[src/rtl/eepw_pkg.sv]
// Package: shared state type and cycle-rounding helpers for the page-write
// controller. Assumes all time values are given in whole nanoseconds.
package eepw_pkg;

    typedef enum logic [1:0] {
        ST_IDLE   = 2'd0,   // no burst open, host may start one
        ST_STROBE = 2'd1,   // write enable held low
        ST_LOAD   = 2'd2,   // burst open, waiting for the next byte
        ST_PROG   = 2'd3    // device programming, host held off
    } eepw_state_e;

    // Round a minimum time up to whole clock cycles.
    function automatic int unsigned ns_to_cyc(input int unsigned ns,
                                              input int unsigned clk_ns);
        return (ns + clk_ns - 1) / clk_ns;
    endfunction

    // Larger of two unsigned values.
    function automatic int unsigned max_u(input int unsigned a,
                                          input int unsigned b);
        return (a > b) ? a : b;
    endfunction

endpackage

[src/rtl/eepw_count.sv]
// Module: free-running up counter with synchronous clear that saturates at
// LIMIT. Used to time strobes, windows and the programming wait.
// Assumes LIMIT fits in W bits.
module eepw_count #(
    parameter int unsigned W     = 8,
    parameter int unsigned LIMIT = 255
) (
    input  logic         clk,
    input  logic         rst_n,
    input  logic         clr,
    output logic [W-1:0] cnt
);
    localparam logic [W-1:0] LIM = W'(LIMIT);

    // Count up each cycle, restart on clear, hold at the limit.
    always_ff @(posedge clk) begin
        if (!rst_n)
            cnt <= '0;
        else if (clr)
            cnt <= '0;
        else if (cnt != LIM)
            cnt <= cnt + 1'b1;
    end

    // Timing base for R5/R7: below the limit the count advances by one.
    p_count_step_r5: assert property (@(posedge clk) disable iff (!rst_n)
        (!clr && cnt != LIM) |=> (cnt == $past(cnt) + 1'b1));

endmodule

[src/rtl/eepw_sync2.sv]
// Module: two-flop synchronizer for the asynchronous ready/busy pin.
// Assumes the pin changes slowly compared with the clock.
module eepw_sync2 (
    input  logic clk,
    input  logic rst_n,
    input  logic d,
    output logic q
);
    logic s1;

    // Shift the pin through two flops; resets to "busy".
    always_ff @(posedge clk) begin
        if (!rst_n) begin
            s1 <= 1'b0;
            q  <= 1'b0;
        end else begin
            s1 <= d;
            q  <= s1;
        end
    end

endmodule

[src/rtl/eepw_ctrl.sv]
// Module: page-write controller for a parallel EEPROM. Gathers same-page host
// bytes into one load burst, times the write strobes, and holds off the host
// while the device programs. Assumes the host keeps its fields steady while
// host_valid is high, and that WP_CYC < GAP_CYC <= BL_CYC.
module eepw_ctrl import eepw_pkg::*; #(
    parameter int unsigned ADDR_W    = 13,
    parameter int unsigned DATA_W    = 8,
    parameter int unsigned PAGE_LSB  = 6,
    parameter int unsigned CLK_NS    = 10,
    parameter int unsigned WP_NS     = 100,
    parameter int unsigned DS_NS     = 50,
    parameter int unsigned AH_NS     = 50,
    parameter int unsigned BLC_NS    = 200,
    parameter int unsigned BL_NS     = 30000,
    parameter int unsigned WC_NS     = 10000000,
    parameter int unsigned DB_NS     = 120,
    parameter int unsigned BUSY_MODE = 1
) (
    input  logic              clk,
    input  logic              rst_n,
    input  logic              host_valid,
    output logic              host_ready,
    input  logic [ADDR_W-1:0] host_addr,
    input  logic [DATA_W-1:0] host_data,
    input  logic              host_last,
    output logic [ADDR_W-1:0] mem_addr,
    output logic [DATA_W-1:0] mem_data,
    output logic              mem_ce_n,
    output logic              mem_we_n,
    output logic              mem_oe_n,
    input  logic              mem_rdy
);
    localparam int unsigned WP_CYC    = ns_to_cyc(max_u(max_u(WP_NS, DS_NS), AH_NS), CLK_NS);
    localparam int unsigned BLC_CYC   = ns_to_cyc(BLC_NS, CLK_NS);
    localparam int unsigned GAP_CYC   = max_u(BLC_CYC, WP_CYC + 1);
    localparam int unsigned BL_CYC    = BL_NS / CLK_NS;
    localparam int unsigned WC_CYC    = ns_to_cyc(WC_NS, CLK_NS);
    localparam int unsigned DB_CYC    = ns_to_cyc(DB_NS, CLK_NS);
    localparam int unsigned PROG_CYC  = BL_CYC + WC_CYC;
    localparam int unsigned GUARD_CYC = BL_CYC + DB_CYC;
    localparam int unsigned SINCE_W   = $clog2(BL_CYC + 1);
    localparam int unsigned CNT_W     = $clog2(PROG_CYC + 1);
    localparam int unsigned PAGE_W    = ADDR_W - PAGE_LSB;

    localparam logic [SINCE_W-1:0] WP_END  = SINCE_W'(WP_CYC - 1);
    localparam logic [SINCE_W-1:0] WP_V    = SINCE_W'(WP_CYC);
    localparam logic [SINCE_W-1:0] GAP_MIN = SINCE_W'(GAP_CYC - 1);
    localparam logic [SINCE_W-1:0] WIN_END = SINCE_W'(BL_CYC - 1);
    localparam logic [CNT_W-1:0]   PROG_END = CNT_W'(PROG_CYC - 1);
    localparam logic [CNT_W-1:0]   GUARD_V  = CNT_W'(GUARD_CYC);

    eepw_state_e        state_q;
    logic [PAGE_W-1:0]  page_q;
    logic               last_q;
    logic [SINCE_W-1:0] since_cnt;
    logic [CNT_W-1:0]   prog_cnt;
    logic               page_hit;
    logic               accept;
    logic               prog_done;

    // Cycles since the latest write-enable falling edge.
    eepw_count #(.W(SINCE_W), .LIMIT(BL_CYC)) u_since (
        .clk   (clk),
        .rst_n (rst_n),
        .clr   (accept),
        .cnt   (since_cnt)
    );

    // Cycles spent in the programming wait.
    eepw_count #(.W(CNT_W), .LIMIT(PROG_CYC)) u_prog (
        .clk   (clk),
        .rst_n (rst_n),
        .clr   (state_q != ST_PROG),
        .cnt   (prog_cnt)
    );

    // Pick how the programming wait ends.
    generate
        if (BUSY_MODE != 0) begin : g_busy
            logic rdy_s;
            eepw_sync2 u_rdy_sync (
                .clk   (clk),
                .rst_n (rst_n),
                .d     (mem_rdy),
                .q     (rdy_s)
            );
            assign prog_done = (prog_cnt == PROG_END) ||
                               (prog_cnt >= GUARD_V && rdy_s);
        end else begin : g_fixed
            logic unused_rdy;
            assign unused_rdy = mem_rdy;
            assign prog_done  = (prog_cnt == PROG_END);
        end
    endgenerate

    // Decide whether the offered byte can be taken on this edge.
    always_comb begin
        page_hit   = (host_addr[ADDR_W-1:PAGE_LSB] == page_q);
        host_ready = (state_q == ST_IDLE) ||
                     (state_q == ST_LOAD && page_hit && since_cnt >= GAP_MIN);
        accept     = host_valid && host_ready;
    end

    assign mem_oe_n = 1'b1;

    // Burst sequencer: strobe timing, burst closing and programming wait.
    always_ff @(posedge clk) begin
        if (!rst_n) begin
            state_q  <= ST_IDLE;
            page_q   <= '0;
            last_q   <= 1'b0;
            mem_addr <= '0;
            mem_data <= '0;
            mem_we_n <= 1'b1;
            mem_ce_n <= 1'b1;
        end else begin
            case (state_q)
                ST_IDLE: begin
                    if (accept) begin
                        page_q   <= host_addr[ADDR_W-1:PAGE_LSB];
                        last_q   <= host_last;
                        mem_addr <= host_addr;
                        mem_data <= host_data;
                        mem_we_n <= 1'b0;
                        mem_ce_n <= 1'b0;
                        state_q  <= ST_STROBE;
                    end
                end
                ST_STROBE: begin
                    if (since_cnt == WP_END) begin
                        mem_we_n <= 1'b1;
                        if (last_q) begin
                            mem_ce_n <= 1'b1;
                            state_q  <= ST_PROG;
                        end else begin
                            state_q  <= ST_LOAD;
                        end
                    end
                end
                ST_LOAD: begin
                    if (accept) begin
                        last_q   <= host_last;
                        mem_addr <= host_addr;
                        mem_data <= host_data;
                        mem_we_n <= 1'b0;
                        state_q  <= ST_STROBE;
                    end else if ((host_valid && !page_hit) || since_cnt >= WIN_END) begin
                        mem_ce_n <= 1'b1;
                        state_q  <= ST_PROG;
                    end
                end
                default: begin
                    if (prog_done)
                        state_q <= ST_IDLE;
                end
            endcase
        end
    end

    // each strobe lasts exactly WP_CYC cycles.
    p_we_width_r2: assert property (@(posedge clk) disable iff (!rst_n)
        $rose(mem_we_n) |-> (since_cnt == WP_V));

    // chip enable covers the whole strobe.
    p_ce_cover_r2: assert property (@(posedge clk) disable iff (!rst_n)
        !mem_we_n |-> !mem_ce_n);

    // address and data hold still while write enable is low.
    p_hold_r2: assert property (@(posedge clk) disable iff (!rst_n)
        (!mem_we_n && !$fell(mem_we_n)) |-> ($stable(mem_addr) && $stable(mem_data)));

    // strobes of one burst keep the minimum spacing.
    p_gap_r3: assert property (@(posedge clk) disable iff (!rst_n)
        ($fell(mem_we_n) && !$past(mem_ce_n)) |-> ($past(since_cnt) >= GAP_MIN));

    // every strobe in a burst stays in the captured page.
    p_page_r4: assert property (@(posedge clk) disable iff (!rst_n)
        ($fell(mem_we_n) && !$past(mem_ce_n)) |->
        (mem_addr[ADDR_W-1:PAGE_LSB] == $past(mem_addr[ADDR_W-1:PAGE_LSB])));

    // the programming wait never exceeds its bound.
    p_prog_bound_r7: assert property (@(posedge clk) disable iff (!rst_n)
        (state_q == ST_PROG) |-> (prog_cnt <= PROG_END));

endmodule

[config.mk]
export PLATFORM = sky130hd
export DESIGN_NAME = eepw_ctrl
export DESIGN_NICKNAME = d
export VERILOG_FILES = /design/src/rtl/eepw_pkg.sv /design/src/rtl/eepw_count.sv /design/src/rtl/eepw_sync2.sv /design/src/rtl/eepw_ctrl.sv
export SDC_FILE = /design/constraint.sdc
export NUM_CORES = 1
export LEC_CHECK = 0
export BUFFER_PORTS_ARGS = -buffer_cell sky130_fd_sc_hd__clkbuf_2
export CAP_MARGIN = 20
export CORE_ASPECT_RATIO = 1.5
export CORE_UTILIZATION = 53
export DETAILED_ROUTE_END_ITERATION = 7
export PLACE_DENSITY_LB_ADDON = 0.15
export SYNTH_ARGS = -nofsm -noshare
export SYNTH_HDL_FRONTEND = slang
export SYNTH_SLANG_ARGS = --single-unit
[constraint.sdc]
create_clock -name clk -period 4.96 [get_ports clk]
set_clock_uncertainty 0.2 [all_clocks]
set_input_delay 0.744 -clock clk [delete_from_list [all_inputs] [get_ports clk]]
set_output_delay 0.744 -clock clk [all_outputs]
set_load 0.005 [all_outputs]
Yosys cells after proc, flatten, opt, wreduce, memory -nomap -nowiden
Cells that the tools add are included.

word-level totals
  memories kept = 0
  memory bits (writable) = 0
  latch bits = 0
  output and inout port bits = 25
  register bits after elaboration = 67
  word-level logic and storage cells = 68
  ROM bits = 0
  bits of input ports = 26

operators by class
  muxes and demuxes = 15
  $add $sub $neg = 2
  order comparisons = 3
  reductions and logical operators = 21
  divide/modulo/power cells = 0
  equality and inequality tests = 15
  bitwise logic cells = 1
  multiply operators = 0
  shifts and indexed selects = 0

operators by type and width
  operator                                                                                number
  20-bit by 1-bit adder with 20-bit output (second input constant)                        1
  20-bit equality test (second input constant)                                            1
  20-bit by 12-bit greater-or-equal comparator with 1-bit output (second input constant)  1
  20-bit != test (second input constant)                                                  1
  12-bit by 1-bit adder with 12-bit output (second input constant)                        1
  12-bit by 4-bit equality test with 1-bit output (second input constant)                 1
  12-bit greater-or-equal comparator (second input constant)                              1
  12-bit by 5-bit greater-or-equal comparator with 1-bit output (second input constant)   1
  12-bit != test (second input constant)                                                  1
  2-bit two-way mux                                                                       5
  2-bit != test (second input constant)                                                   5
  7-bit equality test                                                                     1
  1-bit two-way mux                                                                       7
  2-bit case mux with 3 select lines                                                      1
  6-bit AND reduction                                                                     1
  2-bit OR reduction                                                                      3
  1-bit logical AND                                                                       5
  2-bit by 1-bit != test with 1-bit output (second input constant)                        2
  2-bit AND reduction                                                                     2
  4-bit AND reduction                                                                     1
  4-bit nonzero test                                                                      1
  1-bit logical OR                                                                        3
  3-bit by 2-bit != test with 1-bit output (second input constant)                        1
  1-bit case mux with 3 select lines                                                      1
  other kinds (9)                                                                         9

Longest topological paths before layout
  depth after elaboration = 7
  mapped depth = 9

Cells and area by module
From an unflattened synthesis, not the netlist that was laid out.

second synthesis, totals
  cell total of the unflattened synthesis = 397
  area total of the unflattened synthesis = 3389.5 um^2

by module, submodules not included
  module                 cells each  area an instance (um^2)  instances  sequential area each (um^2)
  eepw_ctrl              217         1752.9                   1          660.6
  eepw_count at u_prog   109         985.9                    1          400.4
  eepw_count at u_since  67          598.1                    1          240.2
  eepw_sync2             4           52.6                     1          40.0

Least setup slack after synthesis
OpenSTA, ideal clock, no wires.

  path kind = input to output
  start = in host_addr[9]
  end = out host_ready
  slack = 2583 ps
  stages = 3
  data arrival time = 1433 ps
  data required time = 4016 ps
  cell sequence = xnor2_1 -> nand3_1 -> o41ai_4

between the ends
  longest elaborated chain between the ends = 4

RTL lines
  what                            line              RTL
  start, declared                 eepw_ctrl.sv:23   input logic [ADDR_W-1:0] host_addr,
  7-bit equality test             eepw_ctrl.sv:98   page_hit = (host_addr[ADDR_W-1:PAGE_LSB] == page_q);
  1-bit logical AND (2 in a row)  eepw_ctrl.sv:100  (state_q == ST_LOAD && page_hit && since_cnt >= GAP_MIN);
  1-bit logical OR                eepw_ctrl.sv:99   host_ready = (state_q == ST_IDLE) ||
  end, declared                   eepw_ctrl.sv:22   output logic host_ready,

Every way passes these cells.

Worst setup path in the final report
  start = reg u_since.cnt[0]
  end = out host_ready

between the ends
  longest elaborated chain between the ends = 3

RTL lines
  what                                                           line              RTL
  start, declared                                                eepw_count.sv:11  output logic [W-1:0] cnt
  start signal, assigned                                         eepw_count.sv:22  cnt <= cnt + 1'b1;
  12-bit by 5-bit greater-or-equal comparator with 1-bit output  eepw_ctrl.sv:100
  1-bit logical AND                                              eepw_ctrl.sv:100
  1-bit logical OR                                               eepw_ctrl.sv:99

Every way passes these cells.

==> results.md <==
Run status:
- The run finished with clean final reports.

Global route:
- The overall global routing resource usage is 0.214.
- Entering global routing, the biggest net connects 64 pins.
- The number of global-route vias before repair came to 2508.
- Global routing finished with a remaining overflow of 0.
- The number of antenna violations at the first check in global routing is 0.
- The global-route wire length before repair is roughly 11 mm.

Synthesis:
- The largest total area in the synthesized netlist belongs to sky130_fd_sc_hd__dfxtp_1.
- By area the synthesized netlist is led by sky130_fd_sc_hd__dfxtp_1 (41%), sky130_fd_sc_hd__nand3_1 (9.4%), sky130_fd_sc_hd__xnor2_1 (5.9%), sky130_fd_sc_hd__nand2_1 (5.1%), sky130_fd_sc_hd__nor2_1 (4.7%).
- For this run, the number of Yosys warnings is 0.
- Synthesis produced 381 cells.
- Dividing the synthesized area by the synthesized cell count gives 8.64 um^2.
- After synthesis the cells add up to 3290 um^2.
- Among all cell types in the netlist, the one instantiated most often is sky130_fd_sc_hd__dfxtp_1.
- The commonest cells after synthesis are sky130_fd_sc_hd__dfxtp_1 (67), sky130_fd_sc_hd__nand3_1 (62), sky130_fd_sc_hd__nand2_1 (45), sky130_fd_sc_hd__nor2_1 (41), sky130_fd_sc_hd__xnor2_1 (22).
- The number of nets in the synthesized netlist is 417.
- Counting flops with an async set or reset pin after synthesis yields a share of 0.
- The proportion of synthesized chip area in sequential cells is 0.407.
- The proportion of netlist area held by the largest area contributor is 0.407.
- In this run, distinct cell masters in the synthesized netlist total between 50 and 60.
- Synthesis inferred 67 register bits.
- Counting flops with a built-in enable in the synthesized netlist gives 0.
- In the synthesized netlist the dominant register cell turns out to be sky130_fd_sc_hd__dfxtp_1.

Power and ir drop:
- The share of total power dissipated in sequential elements is 0.403.
- Summed over all cells, the static leakage comes to 1.46 nW.
- Cell internal power was estimated by the tool at 1.12 mW.
- The share of total power dissipated in the clock network is 0.345.
- In this run the power density over the cells is 437 nW/um^2.
- The relative contribution of combinational cells to total power is 0.252.
- The switching share of total power is 0.310.
- The worst vdd rail ir drop is 363 uV.
- The net switching power of the design is 0.502 mW.

Worst setup path:
- The highest net fanout along the worst path is 5.
- The worst endpoint required time is 4020 ps.
- The critical path data arrival time is 1950 ps.
- The type of the worst setup path is flip-flop to primary output.
- The critical path endpoint category is a primary output.
- Traced cell by cell, the critical path runs through ha_1, o31ai_2, and3_4, o41ai_4, clkbuf_2.
- In this run the number of cells on the critical path is 5.
- Among all stages on the critical path, the largest delay is contributed by sky130_fd_sc_hd__dfxtp_1.
- The critical path buffer and inverter count is 1.
- The worst setup path is launched from a flip-flop.
- The number of cells on the worst reg-to-reg path is 8.
- For flop-to-flop paths, the worst setup slack is 2400 ps.
- The worst stage delay on the critical path is 420 ps.
- On the critical path the largest part of the delay comes from compound AO/OA/AOI/OAI gates.

Place:
- At the end of routability-driven placement, the weighted congestion stood at 0.794.
- The HPWL after detailed placement is 4.49 mm.
- Buffers placed on the I/O ports in this run total 49.

Job:
- The number of max-capacitance violations reported is 0.

Floorplanning:
- The area enclosed by the die boundary is 6540 um^2.
- Measured along the x axis, the die boundary spans ~66 um.
- For this design the top-level I/O count stands at 51.
- From bottom edge to top edge, the die measures ~99 um.
- In this run the standard cell core region covers 5910 um^2.
- The initial core utilization is 0.557.
- The floorplan has 34 rows.

Detailed routing:
- For this run, design rule violations remaining after detail routing come to 0.
- The number of search-and-repair iterations in the first detailed-routing pass is 4.
- The final layout contains routed wiring with a total length of ~6.3 mm.
- The average detailed-routed wire length per instance is around 13 um.
- For this block, the initial DRC count from the detailed router was 121.
- Once detail routing completed, the nets flagged for antenna violations numbered 0.
- The number of vias per cell after detailed routing is 5.32.
- The total via count after detailed routing is 2661.

Timing:
- Adding up every negative setup slack in the final design gives 0 ps.
- The routed design could run at a clock period as short as just under 3000 ps.
- The max-slew violation total from the final report was 0.
- Based on the critical path, the design can be clocked at up to 346 MHz.
- For the pin with the worst max-slew slack, the measured transition is 751 ps.
- The final count of negative-setup-slack endpoints is 0.
- The remaining max-slew budget at the tightest pin is 0.495.
- The share of the clock period used by the worst path is 0.583.
- Setup repair after global routing left no endpoint under its margin.
- The final number of hold-violating endpoints is 0.

Layout:
- The filler cells instantiated in the layout total 526.
- The sequential cell area in the final layout is 1340 um^2.
- After the last flow step, the layout net total stands at 459.
- The area overhead of the layout relative to synthesis is 12.7%.
- For this run, the share of the core covered by cells in the final layout is 0.627.
- The count of inserted antenna diode cells is 0.
- The multi-input logic area is ~1700 um^2.
- The fraction of final layout cells with drive strength greater than 1 is 0.192.

Clock tree:
- Counting along the longest clock path gives a buffer depth of 2.
- TritonCTS built the clock tree.
- The number of buffers added for setup after CTS is 0.
- CTS placed an instance of sky130_fd_sc_hd__clkbuf_8 at the clock tree root.
- The H-tree generated during clock tree synthesis spans 3 levels.
- The clock latency on the worst-skew pair is 350 ps.
- CTS saw 67 sinks.
- The clock transition at the registers of the reported paths is 70 ps.
- Counting the buffers created by CTS gives 9.
- The number of gates resized after cts is 0.
- After clock tree synthesis, the flow added hold-fix buffers numbering 0.

Hold path:
- The number of cells traversed by the worst hold path is 2.
- The worst hold path belongs to the class flip-flop to flip-flop.
==> through the flow <==
stage	total power [mW]	area, um^2	worst slack (ps)	instances	hold slack, ps
2_1_floorplan	0.989	3290	2580	381	212
3_5_place_dp	1.08	3460	2120	484	240
6_report	1.62	3710	2070	500	246
5_1_grt	1.71	3710	1950	500	275
4_1_cts	1.64	3710	2040	500	251
3_3_place_gp	1.07	3460	2190	484	236
==> worst register-to-register path: cells and delay by family, from the launching register on <==
family	cells	cell delay [ps]
buffers and inverters	3	660
and+or+nand+nor	3	660
DFF	1	450
AOI/OAI and AO/OA	1	120
adders and majority gates	1	400
==> logic make-up (layout without fill, tap and decap cells) <==
group	after synthesis	count (layout)	share of synthesized area
other	1	1	0.00114
adder cells (fa/ha/maj)	10	10	0.0380
AND/OR/NAND/NOR	190	190	0.280
flip-flops	67	67	0.407
multiplexers	3	3	0.00950
XOR/XNOR	36	36	0.0958
buffers and inverters	32	79	0.0692
AO/OA/AOI/OAI	42	42	0.0988
==> power by group through the flow <==
stage	sequential, mW	combinational, mW	clock, mW
final	0.652	0.409	0.559
after global routing	0.664	0.457	0.593
after CTS	0.653	0.414	0.571
after detailed placement	0.665	0.413	0
after global placement	0.664	0.407	0
after floorplan	0.659	0.330	0
==> registers in the layout, indices dropped and copies added, names as in the netlist <==
register              flops
g_busy.u_rdy_sync.q       1
g_busy.u_rdy_sync.s1      1
last_q                    1
mem_addr                 13
mem_ce_n                  1
mem_data                  8
mem_we_n                  1
page_q                    7
state_q                   2
u_prog.cnt               20
u_since.cnt              12
==> path summary, 6_finish.rpt <==
| path | endpoint | from |
|---|---|---|
| worst max-delay path | host_ready | u_since.cnt[0]$_SDFFE_PP0P_ |
| worst min-delay path | mem_data[2]$_SDFFE_PN0P_ | mem_data[2]$_SDFFE_PN0P_ |
| worst max register to register | u_since.cnt[2]$_SDFFE_PP0P_ | state_q[0]$_SDFFE_PN0P_ |
| worst min register to register | mem_data[2]$_SDFFE_PN0P_ | mem_data[2]$_SDFFE_PN0P_ |
==> cell type report <==
cell class / instances / area share
multi-input combinational: 282 / 0.464
sequential: 67 / 0.362
timing repair buffer: 51 / 0.0702
clock buffer: 10 / 0.0371
clock inverter: 6 / 0.0304
tap: 72 / 0.0243
inverter: 12 / 0.0121
==> routing by layer <==
layer  vias to the layer above  global-route usage  wire length (um)
li1                       1388                   -                 -
met4                         0               0.124               180
met2                        56               0.370              3150
met5                         -                   0                 0
met1                      1203               0.232              2750
met3                        14              0.0463               260
==> cell usage in the layout (no fill, tap or decap), types with 2 or more instances in the layout <==
master,netlist,layout
sky130_fd_sc_hd__and2_1,3,3
sky130_fd_sc_hd__nand2b_1,2,2
sky130_fd_sc_hd__buf_4,2,2
sky130_fd_sc_hd__inv_1,12,12
sky130_fd_sc_hd__clkinvlp_4,0,3
sky130_fd_sc_hd__nand2_1,45,45
sky130_fd_sc_hd__clkbuf_2,0,49
sky130_fd_sc_hd__nand3_1,62,62
sky130_fd_sc_hd__a21boi_0,8,8
sky130_fd_sc_hd__nor2_1,41,41
sky130_fd_sc_hd__o31ai_1,2,2
sky130_fd_sc_hd__xnor2_1,22,22
sky130_fd_sc_hd__a21oi_1,6,6
sky130_fd_sc_hd__dfxtp_1,67,67
sky130_fd_sc_hd__o21ai_0,6,6
sky130_fd_sc_hd__o21ai_2,6,6
sky130_fd_sc_hd__mux2i_1,2,2
sky130_fd_sc_hd__ha_1,10,10
sky130_fd_sc_hd__bufinv_16,0,3
sky130_fd_sc_hd__nor4_1,4,4
sky130_fd_sc_hd__nor3b_1,3,3
sky130_fd_sc_hd__and3_1,5,5
sky130_fd_sc_hd__nor3_1,8,8
sky130_fd_sc_hd__nor4_2,2,2
sky130_fd_sc_hd__xor2_1,14,14
sky130_fd_sc_hd__nand4_1,8,8
sky130_fd_sc_hd__clkbuf_8,2,10
Power figures use the tool's default switching activity.
